==> src/rtl/pd_bmc_pkg.sv <==
package pd_bmc_pkg;

    typedef enum logic [1:0] {
        TX_IDLE,
        TX_PRE,
        TX_SYM,
        TX_TAIL
    } tx_state_e;

    // hard-reset ordered set symbols (sent LSB first)
    localparam logic [4:0] SYM_RESET_A = 5'b00111;
    localparam logic [4:0] SYM_RESET_B = 5'b11001;

endpackage

==> src/rtl/pd_bmc_symlut.sv <==
module pd_bmc_symlut
    import pd_bmc_pkg::*;
(
    input  logic [3:0] nibble,
    input  logic       hrst_sel,
    input  logic       hrst_last,
    output logic [4:0] code
);

    always_comb begin
        if (hrst_sel) begin
            code = hrst_last ? SYM_RESET_B : SYM_RESET_A;
        end else begin
            case (nibble)
                4'h0: code = 5'b11110;
                4'h1: code = 5'b01001;
                4'h2: code = 5'b10100;
                4'h3: code = 5'b10101;
                4'h4: code = 5'b01010;
                4'h5: code = 5'b01011;
                4'h6: code = 5'b01110;
                4'h7: code = 5'b01111;
                4'h8: code = 5'b10010;
                4'h9: code = 5'b10011;
                4'hA: code = 5'b10110;
                4'hB: code = 5'b10111;
                4'hC: code = 5'b11010;
                4'hD: code = 5'b11011;
                4'hE: code = 5'b11100;
                default: code = 5'b11101;
            endcase
        end
    end

endmodule

==> src/rtl/pd_bmc_encoder.sv <==
module pd_bmc_encoder (
    input  logic clk,
    input  logic rst_n,
    input  logic tick,
    input  logic first_half,
    input  logic bit_val,
    input  logic force_low,
    output logic line
);

    logic line_d, line_q;

    always_comb begin
        line_d = line_q;
        if (tick) begin
            if (force_low)       line_d = 1'b0;
            else if (first_half) line_d = ~line_q;
            else if (bit_val)    line_d = ~line_q;
        end
    end

    always_ff @(posedge clk or negedge rst_n) begin
        if (!rst_n) line_q <= 1'b0;
        else        line_q <= line_d;
    end

    assign line = line_q;

    // no tick, no line change
    p_quiet_without_tick_r2: assert property (@(posedge clk) disable iff (!rst_n)
        !tick |=> $stable(line));

    // every bit boundary carries a transition
    p_boundary_toggle_r2: assert property (@(posedge clk) disable iff (!rst_n)
        (tick && first_half && !force_low) |=> (line != $past(line)));

    // tail end drives low
    p_tail_low_r6: assert property (@(posedge clk) disable iff (!rst_n)
        (tick && force_low) |=> !line);

endmodule

==> src/rtl/pd_bmc_tx.sv <==
module pd_bmc_tx
    import pd_bmc_pkg::*;
#(
    parameter int PRE_BITS  = 64,
    parameter int WORDS_W   = 3,
    parameter int HRST_SYMS = 4
) (
    input  logic               clk,
    input  logic               rst_n,
    input  logic               half_tick,
    input  logic               start_i,
    input  logic               frame_hrst_i,
    input  logic [WORDS_W-1:0] word_count_i,
    input  logic [31:0]        word_in_i,
    output logic               word_next_o,
    output logic               line_o,
    output logic               busy_o,
    output logic               done_o
);

    localparam int DATA_W       = 32;
    localparam int NIB_PER_WORD = DATA_W / 4;
    localparam int NIB_W        = $clog2(NIB_PER_WORD);
    localparam int PRE_W        = $clog2(PRE_BITS);
    localparam int SYM_BITS     = 5;

    typedef struct packed {
        tx_state_e          st;
        logic               kind;
        logic               half;
        logic [PRE_W-1:0]   bit_cnt;
        logic [2:0]         sym_bit;
        logic [NIB_W-1:0]   nib;
        logic [WORDS_W-1:0] words_left;
        logic [DATA_W-1:0]  word;
        logic               done;
        logic               word_next;
    } ctl_t;

    ctl_t ctl_d, ctl_q;

    logic       enc_tick, enc_first, enc_force, cur_bit;
    logic [3:0] nib_val;
    logic [4:0] sym_code;

    assign nib_val = ctl_q.word[{ctl_q.nib, 2'b00} +: 4];

    pd_bmc_symlut u_lut (
        .nibble    (nib_val),
        .hrst_sel  (ctl_q.kind),
        .hrst_last (ctl_q.nib == NIB_W'(HRST_SYMS - 1)),
        .code      (sym_code)
    );

    pd_bmc_encoder u_enc (
        .clk        (clk),
        .rst_n      (rst_n),
        .tick       (enc_tick),
        .first_half (enc_first),
        .bit_val    (cur_bit),
        .force_low  (enc_force),
        .line       (line_o)
    );

    always_comb begin
        ctl_d           = ctl_q;
        ctl_d.done      = 1'b0;
        ctl_d.word_next = 1'b0;
        enc_tick        = 1'b0;
        enc_first       = 1'b0;
        enc_force       = 1'b0;
        cur_bit         = 1'b0;

        case (ctl_q.st)
            TX_IDLE: begin
                if (start_i) begin
                    ctl_d.st         = TX_PRE;
                    ctl_d.kind       = frame_hrst_i;
                    ctl_d.half       = 1'b0;
                    ctl_d.bit_cnt    = '0;
                    ctl_d.sym_bit    = '0;
                    ctl_d.nib        = '0;
                    ctl_d.words_left = word_count_i;
                    if (!frame_hrst_i && word_count_i != '0) begin
                        ctl_d.word      = word_in_i;
                        ctl_d.word_next = 1'b1;
                    end
                end
            end
            TX_PRE: begin
                cur_bit = ctl_q.bit_cnt[0];
                if (half_tick) begin
                    enc_tick   = 1'b1;
                    enc_first  = !ctl_q.half;
                    ctl_d.half = !ctl_q.half;
                    if (ctl_q.half) begin
                        if (ctl_q.bit_cnt == PRE_W'(PRE_BITS - 1)) begin
                            ctl_d.bit_cnt = '0;
                            ctl_d.st = (ctl_q.kind || ctl_q.words_left != '0) ? TX_SYM : TX_TAIL;
                        end else begin
                            ctl_d.bit_cnt = ctl_q.bit_cnt + 1'b1;
                        end
                    end
                end
            end
            TX_SYM: begin
                cur_bit = sym_code[ctl_q.sym_bit];
                if (half_tick) begin
                    enc_tick   = 1'b1;
                    enc_first  = !ctl_q.half;
                    ctl_d.half = !ctl_q.half;
                    if (ctl_q.half) begin
                        if (ctl_q.sym_bit == 3'(SYM_BITS - 1)) begin
                            ctl_d.sym_bit = '0;
                            if (ctl_q.kind) begin
                                if (ctl_q.nib == NIB_W'(HRST_SYMS - 1)) ctl_d.st = TX_TAIL;
                                else ctl_d.nib = ctl_q.nib + 1'b1;
                            end else if (ctl_q.nib == NIB_W'(NIB_PER_WORD - 1)) begin
                                ctl_d.nib        = '0;
                                ctl_d.words_left = ctl_q.words_left - 1'b1;
                                if (ctl_q.words_left == WORDS_W'(1)) begin
                                    ctl_d.st = TX_TAIL;
                                end else begin
                                    ctl_d.word      = word_in_i;
                                    ctl_d.word_next = 1'b1;
                                end
                            end else begin
                                ctl_d.nib = ctl_q.nib + 1'b1;
                            end
                        end else begin
                            ctl_d.sym_bit = ctl_q.sym_bit + 1'b1;
                        end
                    end
                end
            end
            default: begin // TX_TAIL
                if (half_tick) begin
                    enc_tick = 1'b1;
                    if (!ctl_q.half) begin
                        enc_first  = 1'b1;
                        ctl_d.half = 1'b1;
                    end else begin
                        enc_force  = 1'b1;
                        ctl_d.half = 1'b0;
                        ctl_d.st   = TX_IDLE;
                        ctl_d.done = 1'b1;
                    end
                end
            end
        endcase
    end

    always_ff @(posedge clk or negedge rst_n) begin
        if (!rst_n) begin
            ctl_q    <= '0;
            ctl_q.st <= TX_IDLE;
        end else begin
            ctl_q <= ctl_d;
        end
    end

    assign busy_o      = (ctl_q.st != TX_IDLE);
    assign done_o      = ctl_q.done;
    assign word_next_o = ctl_q.word_next;

    // line parked low whenever idle
    p_idle_low_r6: assert property (@(posedge clk) disable iff (!rst_n)
        (ctl_q.st == TX_IDLE) |-> !line_o);

    // done is a single-cycle pulse
    p_done_pulse_r7: assert property (@(posedge clk) disable iff (!rst_n)
        done_o |=> !done_o);

    // words are only pulled during a frame
    p_word_pull_busy_r8: assert property (@(posedge clk) disable iff (!rst_n)
        word_next_o |-> busy_o);

    // a new request cannot cut a running frame short
    p_start_ignored_r9: assert property (@(posedge clk) disable iff (!rst_n)
        (busy_o && start_i && !done_o && ctl_q.st != TX_TAIL) |=> busy_o);

    // hard-reset frames never pull words
    p_hrst_no_words_r10: assert property (@(posedge clk) disable iff (!rst_n)
        (busy_o && ctl_q.kind) |-> !word_next_o);

endmodule

==> config.mk <==
export PLATFORM = sky130hd
export DESIGN_NAME = pd_bmc_tx
export DESIGN_NICKNAME = d
export VERILOG_FILES = /design/src/rtl/pd_bmc_pkg.sv /design/src/rtl/pd_bmc_symlut.sv /design/src/rtl/pd_bmc_encoder.sv /design/src/rtl/pd_bmc_tx.sv
export SDC_FILE = /design/constraint.sdc
export NUM_CORES = 1
export LEC_CHECK = 0
export BUFFER_PORTS_ARGS = -buffer_cell sky130_fd_sc_hd__clkbuf_2
export CAP_MARGIN = 20
export CORE_MARGIN = 2
export CORE_UTILIZATION = 58
export DETAILED_ROUTE_END_ITERATION = 6
export PLACE_DENSITY = 0.8
export SETUP_SLACK_MARGIN = 0.02
export SLEW_MARGIN = 25
export SYNTH_ARGS = -nofsm -noshare
export SYNTH_HDL_FRONTEND = slang
export SYNTH_SLANG_ARGS = --single-unit
==> constraint.sdc <==
create_clock -name clk -period 3 [get_ports clk]
set_clock_uncertainty 0.1 [all_clocks]
set_input_delay 0.6 -clock clk [delete_from_list [all_inputs] [get_ports clk]]
set_output_delay 0.6 -clock clk [all_outputs]
set_load 0.01 [all_outputs]
# Yosys cells after proc, flatten, opt, wreduce, memory -nomap -nowiden
# Memories as Yosys holds them, arrays and structs flattened.
# Cells that the tools add are included.
[totals]
rom_bits = 80
regBits = 54
n_memories = 1
[op_classes]
magnitude_cmp = 1
n_addsub = 4
muxes = 60
n_reduce_logical = 24
bitwise = 1
shift = 1
n_eq_ne = 22
[mem_list]
columns = ["name", "words", "width", "rd", "rd_clocked_by_memory_dff", "wr", "line_no", "rtl"]
rows = [
  ["(no name shown)", 16, 5, 1, 0, 0, "pd_bmc_symlut.sv:14", "case (nibble)"],
]
[op_table]
columns = ["op", "count"]
rows = [
  ["$mux W41", 2],
  ["$pmux W41 S2", 1],
  ["$mux W35", 2],
  ["$mux W32", 2],
  ["$mux W51", 1],
  ["$mux W38", 1],
  ["$shiftx A32 B6 Y4", 1],
  ["$mux W2", 12],
  ["$mux W1", 23],
  ["$ne A2 B2 Y1 const B", 11],
  ["$mux W3", 4],
  ["$mux W6", 2],
  ["$pmux W6 S2", 1],
  ["$reduce_and A12 Y1", 1],
  ["$reduce_and A4 Y1", 3],
  ["$mux W5", 2],
  ["$reduce_bool A2 Y1", 5],
  ["$ne A3 B3 Y1 const B", 3],
  ["$reduce_and A9 Y1", 1],
  ["$reduce_bool A3 Y1", 3],
  ["$mux W7", 1],
  ["$reduce_and A7 Y1", 1],
  ["$add A3 B1 Y3 const B", 2],
  ["$add A6 B1 Y6 const B", 1],
  ["other kinds (22)", 27],
]

# Depth between registers and ports, before layout
[depth]
word_depth = 9
depth_mapped = 13
mapped_depth_nobuf = 9

# By module
# From an unflattened synthesis, not the netlist that was laid out.
[hier_totals]
cells_unflattened = 336
area_unflattened_um2 = 3220.6
[by_module_without_submodules]
columns = ["mod", "n_inst", "area_each_um2", "cells_per_inst"]
rows = [
  ["pd_bmc_tx", 1, 3055.4, 316],
  ["pd_bmc_symlut", 1, 83.8, 14],
  ["pd_bmc_encoder", 1, 81.3, 6],
]

# Worst setup path after synthesis
# No wires, ideal clock.
[synth_path]
path_kind = "flip-flop to flip-flop"
start = "register ctl_q[51] (netlist bit)"
end = "register ctl_q[2] (netlist bit)"
slack_ns = 0.355
path_buffers = 4
t_arrival_ns = 2.423
setup_ns = 0.122
path_stages_with_launch = 14
cell_sequence = "dfrtp_1 > inv_1 > ha_1 > buf_2 > nor2b_1 > a211o_1 > a21o_1 > or2_1 > buf_2 > a221o_1 > buf_6 > buf_6 > nand2_1 > o21ai_1"
[synth_via]
elab_chain_len = 3
[synth_lines]
columns = ["element", "line_no", "rtl"]
rows = [
  ["start: declaration", "pd_bmc_tx.sv:40", "ctl_t ctl_d, ctl_q;"],
  ["start signal: assignment", "pd_bmc_tx.sv:158", "ctl_q <= ctl_d;"],
  ["$eq A2 B2 Y1 / $logic_not A2 Y1 (equally long branches)", "pd_bmc_tx.sv:74", "case (ctl_q.st)"],
  ["$ne A2 B2 Y1 (no source line) / $reduce_bool A2 Y1 (equally long branches)", "--", ""],
  ["$reduce_and A9 Y1 (no source line)", "--", ""],
]
# Parallel ways exist; a longest one is shown, timed or not.
# A chain may end at the register's enable or synchronous reset.

# Worst setup path in the final report
[layout_path]
start = "register ctl_q[37] (netlist bit)"
end = "register u_enc.line_q, in the netlist u_enc.line"
[layout_via]
elab_chain_len = 8
[layout_lines]
columns = ["element", "line_no", "rtl"]
rows = [
  ["$shiftx A32 B6 Y4 / $eq A3 B2 Y1 (equally long branches)", "pd_bmc_tx.sv:46, pd_bmc_tx.sv:51", ""],
  ["$mem_v2 Z16 W5 / $mux W5 (equally long branches)", "--", ""],
  ["$mux W5 *", "pd_bmc_symlut.sv:11", "if (hrst_sel) begin"],
  ["$bmux W1 S3 *", "pd_bmc_tx.sv:107", "cur_bit = sym_code[ctl_q.sym_bit];"],
  ["$mux W1 (not written as such) *", "pd_bmc_tx.sv:107", ""],
  ["$pmux W1 S2 *", "pd_bmc_tx.sv:74", ""],
  ["$reduce_bool A3 Y1 (no source line) *", "--", ""],
  ["$reduce_and A2 Y1 (no source line) *", "--", ""],
  ["end signal: assignment", "pd_bmc_encoder.sv:24", "else line_q <= line_d;"],
  ["end: declaration", "pd_bmc_encoder.sv:11", "logic line_d, line_q;"],
]
# Every way passes the cells marked *; elsewhere a longest branch is shown, timed or not. The select of a mux whose other input is x is not followed.

==> results.md <==
- The final design instance area without fill is 3650 um2.
- The count of instances resized after the clock tree is built is 0.
- Summed over all failing endpoints, the final setup total negative slack is 0 ns.
- The biggest area contributor in the post-synthesis netlist is sky130_fd_sc_hd__dfrtp_1.
- After synthesis, the cell types taking the most area are sky130_fd_sc_hd__dfrtp_1 (41%), sky130_fd_sc_hd__nand2_1 (10%), sky130_fd_sc_hd__o21ai_2 (7.4%), sky130_fd_sc_hd__ha_1 (4.9%), sky130_fd_sc_hd__mux4_2 (3.4%).
- Walking the worst path, the cells encountered are mux4_2, mux2_2, a21oi_1, o221ai_1, o2bb2ai_1, a2111o_1, o311ai_1.
- The post-detailed-placement cell area is 3530 um2.
- The element type at the critical path end is a flop.
- The total nets after synthesis is between 400 and 500.
- The library cells used most frequently in the layout, excluding fill and tap cells, are sky130_fd_sc_hd__nand2_1 (89), sky130_fd_sc_hd__dfrtp_1 (54), sky130_fd_sc_hd__clkbuf_2 (43).
- Entering global routing, the biggest net connects 65 pins.
- The later-pin clock latency in the skew report is slightly above 0.3 ns.
- No sink is reached through more buffers than the 2 on the longest clock path.
- The slew at the pin with the worst max-slew slack is 0.783 ns.
- The count of final hold-check violations was 0.
- The final layout contains 444 nets.
- In this design, the stage delay of the slowest critical-path cell is 0.72 ns.
- The met2 routing resource usage after global routing is 0.400.
- The cell family with the largest share of critical-path delay is compound AO/OA/AOI/OAI gates.
- The number of buffers created by CTS is 5.
- The cell count after synthesis is 360.
- By startpoint and endpoint, the worst setup path is classified as reg2reg.
- Power comes to 3470 uW.
- The share of total power in combinational logic is 0.497.
- The number of H-tree branching levels is 2.
- Along the worst path, the maximum fanout reaches 14.
- In the final layout, the share of cells above drive strength 1 is 0.260.
- After detailed routing, the total wire length is just under 7 mm.
- From left edge to right edge, the die measures 79.8 um.
- The relative area change from synthesis to final layout is 9.57%.
- The cell with the biggest individual delay on the critical path is sky130_fd_sc_hd__dfrtp_1.
- Of the total power, the share spent switching nets is 0.435.
- In this run the core area contains 27 standard-cell rows.
- The number of buffers inserted by post-CTS setup repair is 0.
- 44 I/O pins were placed.
- Setup violations remaining at the end of the flow were counted as 0.
- For met3 alone, demand over resource in global routing was 0.0305.
- The prevailing post-synth register cell is sky130_fd_sc_hd__dfrtp_1.
- The commonest non-fill, non-tap cell in the layout is sky130_fd_sc_hd__nand2_1.
- Max-cap violations in this run came to 0.
- The fraction of power consumed by the clock network is 0.148.
- The yosys synthesis warning count is 0.
- The core footprint is 5540 um2.
- The half-perimeter wire length after detailed placement is 5.10 mm.
- The effective utilization at floorplan is 0.602.
- The synthesized netlist contains 53 unique library cells.
- The layer flagged by global routing as most heavily used is met2.
- The number of routed nets with antenna violations is 0.
- Timing would allow up to 355 MHz.
- The number of hold buffers added after CTS was 0.
- The detailed router finished its first iteration with 259 violations.
- In this run the clock root is driven by a sky130_fd_sc_hd__clkbuf_8.
- The share of total power dissipated in sequential elements is 0.355.
- The arrival time of the worst setup path is 2.93 ns.
- For this run, design rule violations remaining after detail routing come to 0.
- The class of the tightest hold or removal check is in2async.
- Dividing the synthesized area by the synthesized cell count gives around 9.3 um2.
- The clock drives 54 sinks.
- The CTS tree is yes.
- The clock-pin slew of the registers on the worst-case setup and hold paths is 0.11 ns.
- The number of antenna diodes in the final layout is 0.
- The time the worst path needs with I/O delays and setup is 2.82 ns.
- The global-route wire length before repair is 12.3 mm.
- Across the VDD grid, the largest voltage drop is about 0.0006 V.
- Synthesis inferred 54 register bits.
- The initial antenna violation count is 0.
- The startpoint kind of the worst setup timing path is a flop.
- The switching power total is 1510 uW.
- The overall die height is 79.8 um.
- The floorplan step defined a die boundary enclosing ~6400 um2.
- The count of buffering cells on the critical path with inverters included is 0.
- The worst pin sits at a relative slew slack of 0.478.
- The area of the mapped netlist is 3330 um2.
- Setup repair after global routing left no endpoint under its margin.
- The via count of the first global-routing pass is 2620.
- The number of vias per cell is 5.77.
- The synthesized design contains 0 enable-type register cells.
- The final count of pins violating max slew is 0.
- The final route contains about 2700 vias.
- Of the synthesized area, sequential elements account for 0.405.
- Across every metal layer, demand over resource in global routing totals 0.245.
- At the end of routability-driven placement, the weighted congestion stood at 0.876.
- Dividing total power by cell area gives a power density of 951 nW/um2.
- The run finished with clean final reports.
- The count of TritonRoute iterations in the first routing pass is 4.
- For the worst setup path, the data required time is between 3 and 4 ns.
- In the global route stage, met1 resource usage came out at 0.349.
- On the final layout, the worst hold slack is 0.244 ns.
- Cell internal power was estimated by the tool at 1960 uW.
- Counting flops with an async set or reset pin after synthesis yields a share of 1.00.
- Summed over all layers, the global routing overflow is 0.
- The total leakage power is 0.00174 uW.
- The final period utilization is 0.940.
- The average wire per standard cell is 14.9 um.
- The portion of synthesized cell area occupied by the leading cell type is 0.405.
- The quantity of I/O buffers inserted on ports is 43.
-- stage by stage --
stage / utilization / worst slack [ns] / std cells
3_3_place_gp: 0.638 / 0.265 / 456
2_1_floorplan: - / 0.355 / 360
4_1_cts: 0.659 / 0.156 / 464
5_1_grt: 0.659 / 0.0430 / 464
6_report: 0.659 / 0.179 / 464
3_5_place_dp: 0.638 / 0.170 / 456
-- per-layer routing --
| metal | up-vias | wire length [um] |
|---|---|---|
| li1 | 1329 | - |
| met1 | 1271 | 3260 |
| met2 | 70 | 3320 |
| met3 | 7 | 262 |
| met4 | 0 | 89 |
| met5 | - | 0 |
-- sequential cells by signal, indices dropped and copies added, names as in the netlist --
name / cells
ctl_q: 51
u_enc.line: 1
word_next_o: 1
done_o: 1
-- power groups by stage --
stage | Sequential, uW | Clock, uW | Combinational [uW]
floorplan | 1130 | 0 | 1540
global placement | 1230 | 0 | 1650
detailed placement | 1240 | 0 | 1720
CTS | 1230 | 519 | 1720
global route | 1270 | 545 | 1950
finish | 1230 | 513 | 1730
-- cell type report --
class | instances | area, um2
flip-flops and latches | 54 | 1350
well taps | 72 | 90.1
repair buffers | 49 | 273
fillers | 485 | 1890
inverters | 12 | 45.0
clock buffers | 5 | 68.8
multi-input cells | 269 | 1780
clock inverters | 3 | 47.5
-- cell usage after synthesis (3+ instances only) --
cell	count
sky130_fd_sc_hd__mux2_2	5
sky130_fd_sc_hd__a211oi_1	4
sky130_fd_sc_hd__or2_2	4
sky130_fd_sc_hd__a22oi_1	3
sky130_fd_sc_hd__buf_2	5
sky130_fd_sc_hd__o21ai_0	10
sky130_fd_sc_hd__nand4_1	3
sky130_fd_sc_hd__nor2b_1	4
sky130_fd_sc_hd__buf_6	8
sky130_fd_sc_hd__clkbuf_1	10
sky130_fd_sc_hd__nand2b_1	3
sky130_fd_sc_hd__nor2_1	12
sky130_fd_sc_hd__nor3b_1	4
sky130_fd_sc_hd__mux4_2	5
sky130_fd_sc_hd__nand3_1	7
sky130_fd_sc_hd__o21ai_1	4
sky130_fd_sc_hd__inv_1	12
sky130_fd_sc_hd__mux2i_1	7
sky130_fd_sc_hd__nand2_1	89
sky130_fd_sc_hd__dfrtp_1	54
sky130_fd_sc_hd__nor3_1	7
sky130_fd_sc_hd__o21ai_2	28
sky130_fd_sc_hd__a21oi_1	14
sky130_fd_sc_hd__a21o_1	5
sky130_fd_sc_hd__a22o_1	5
sky130_fd_sc_hd__ha_1	13
-- worst reg2reg max path: stages, from the launching register on --
cell	delay, ns
sky130_fd_sc_hd__dfrtp_1	0.72
sky130_fd_sc_hd__mux4_2	0.62
sky130_fd_sc_hd__mux2_2	0.30
sky130_fd_sc_hd__a21oi_1	0.14
sky130_fd_sc_hd__o221ai_1	0.16
sky130_fd_sc_hd__o2bb2ai_1	0.19
sky130_fd_sc_hd__a2111o_1	0.41
sky130_fd_sc_hd__o311ai_1	0.08
-- cell families (layout without fill, tap and decap cells) --
logic type | after synthesis | count (layout) | share of synthesized area
xor gates and xnor gates | 3 | 3 | 0.00788
adders and majority gates | 13 | 13 | 0.0488
and+or+nand+nor | 142 | 142 | 0.189
buffers and inverters | 37 | 69 | 0.0627
DFF | 54 | 54 | 0.405
AOI/OAI and AO/OA | 93 | 93 | 0.207
muxes | 18 | 18 | 0.0796
-- path summary, 6_finish.rpt --
| path | from | end | slack, ns | depth (start not counted) |
|---|---|---|---|---|
| min in group clk | ctl_q[10] | ctl_q[10] | 0.39 | 2 |
| min reg2reg | ctl_q[10] | ctl_q[10] | 0.39 | 2 |
| max | ctl_q[37] | u_enc.line | 0.18 | 7 |
| max in group asynchronous | rst_n | ctl_q[43] | 1.86 | 2 |
| max reg2reg | ctl_q[37] | u_enc.line | 0.18 | 7 |
| min | rst_n | ctl_q[26] | 0.24 | 1 |
Note: power is estimated with default switching activity, not from simulation.
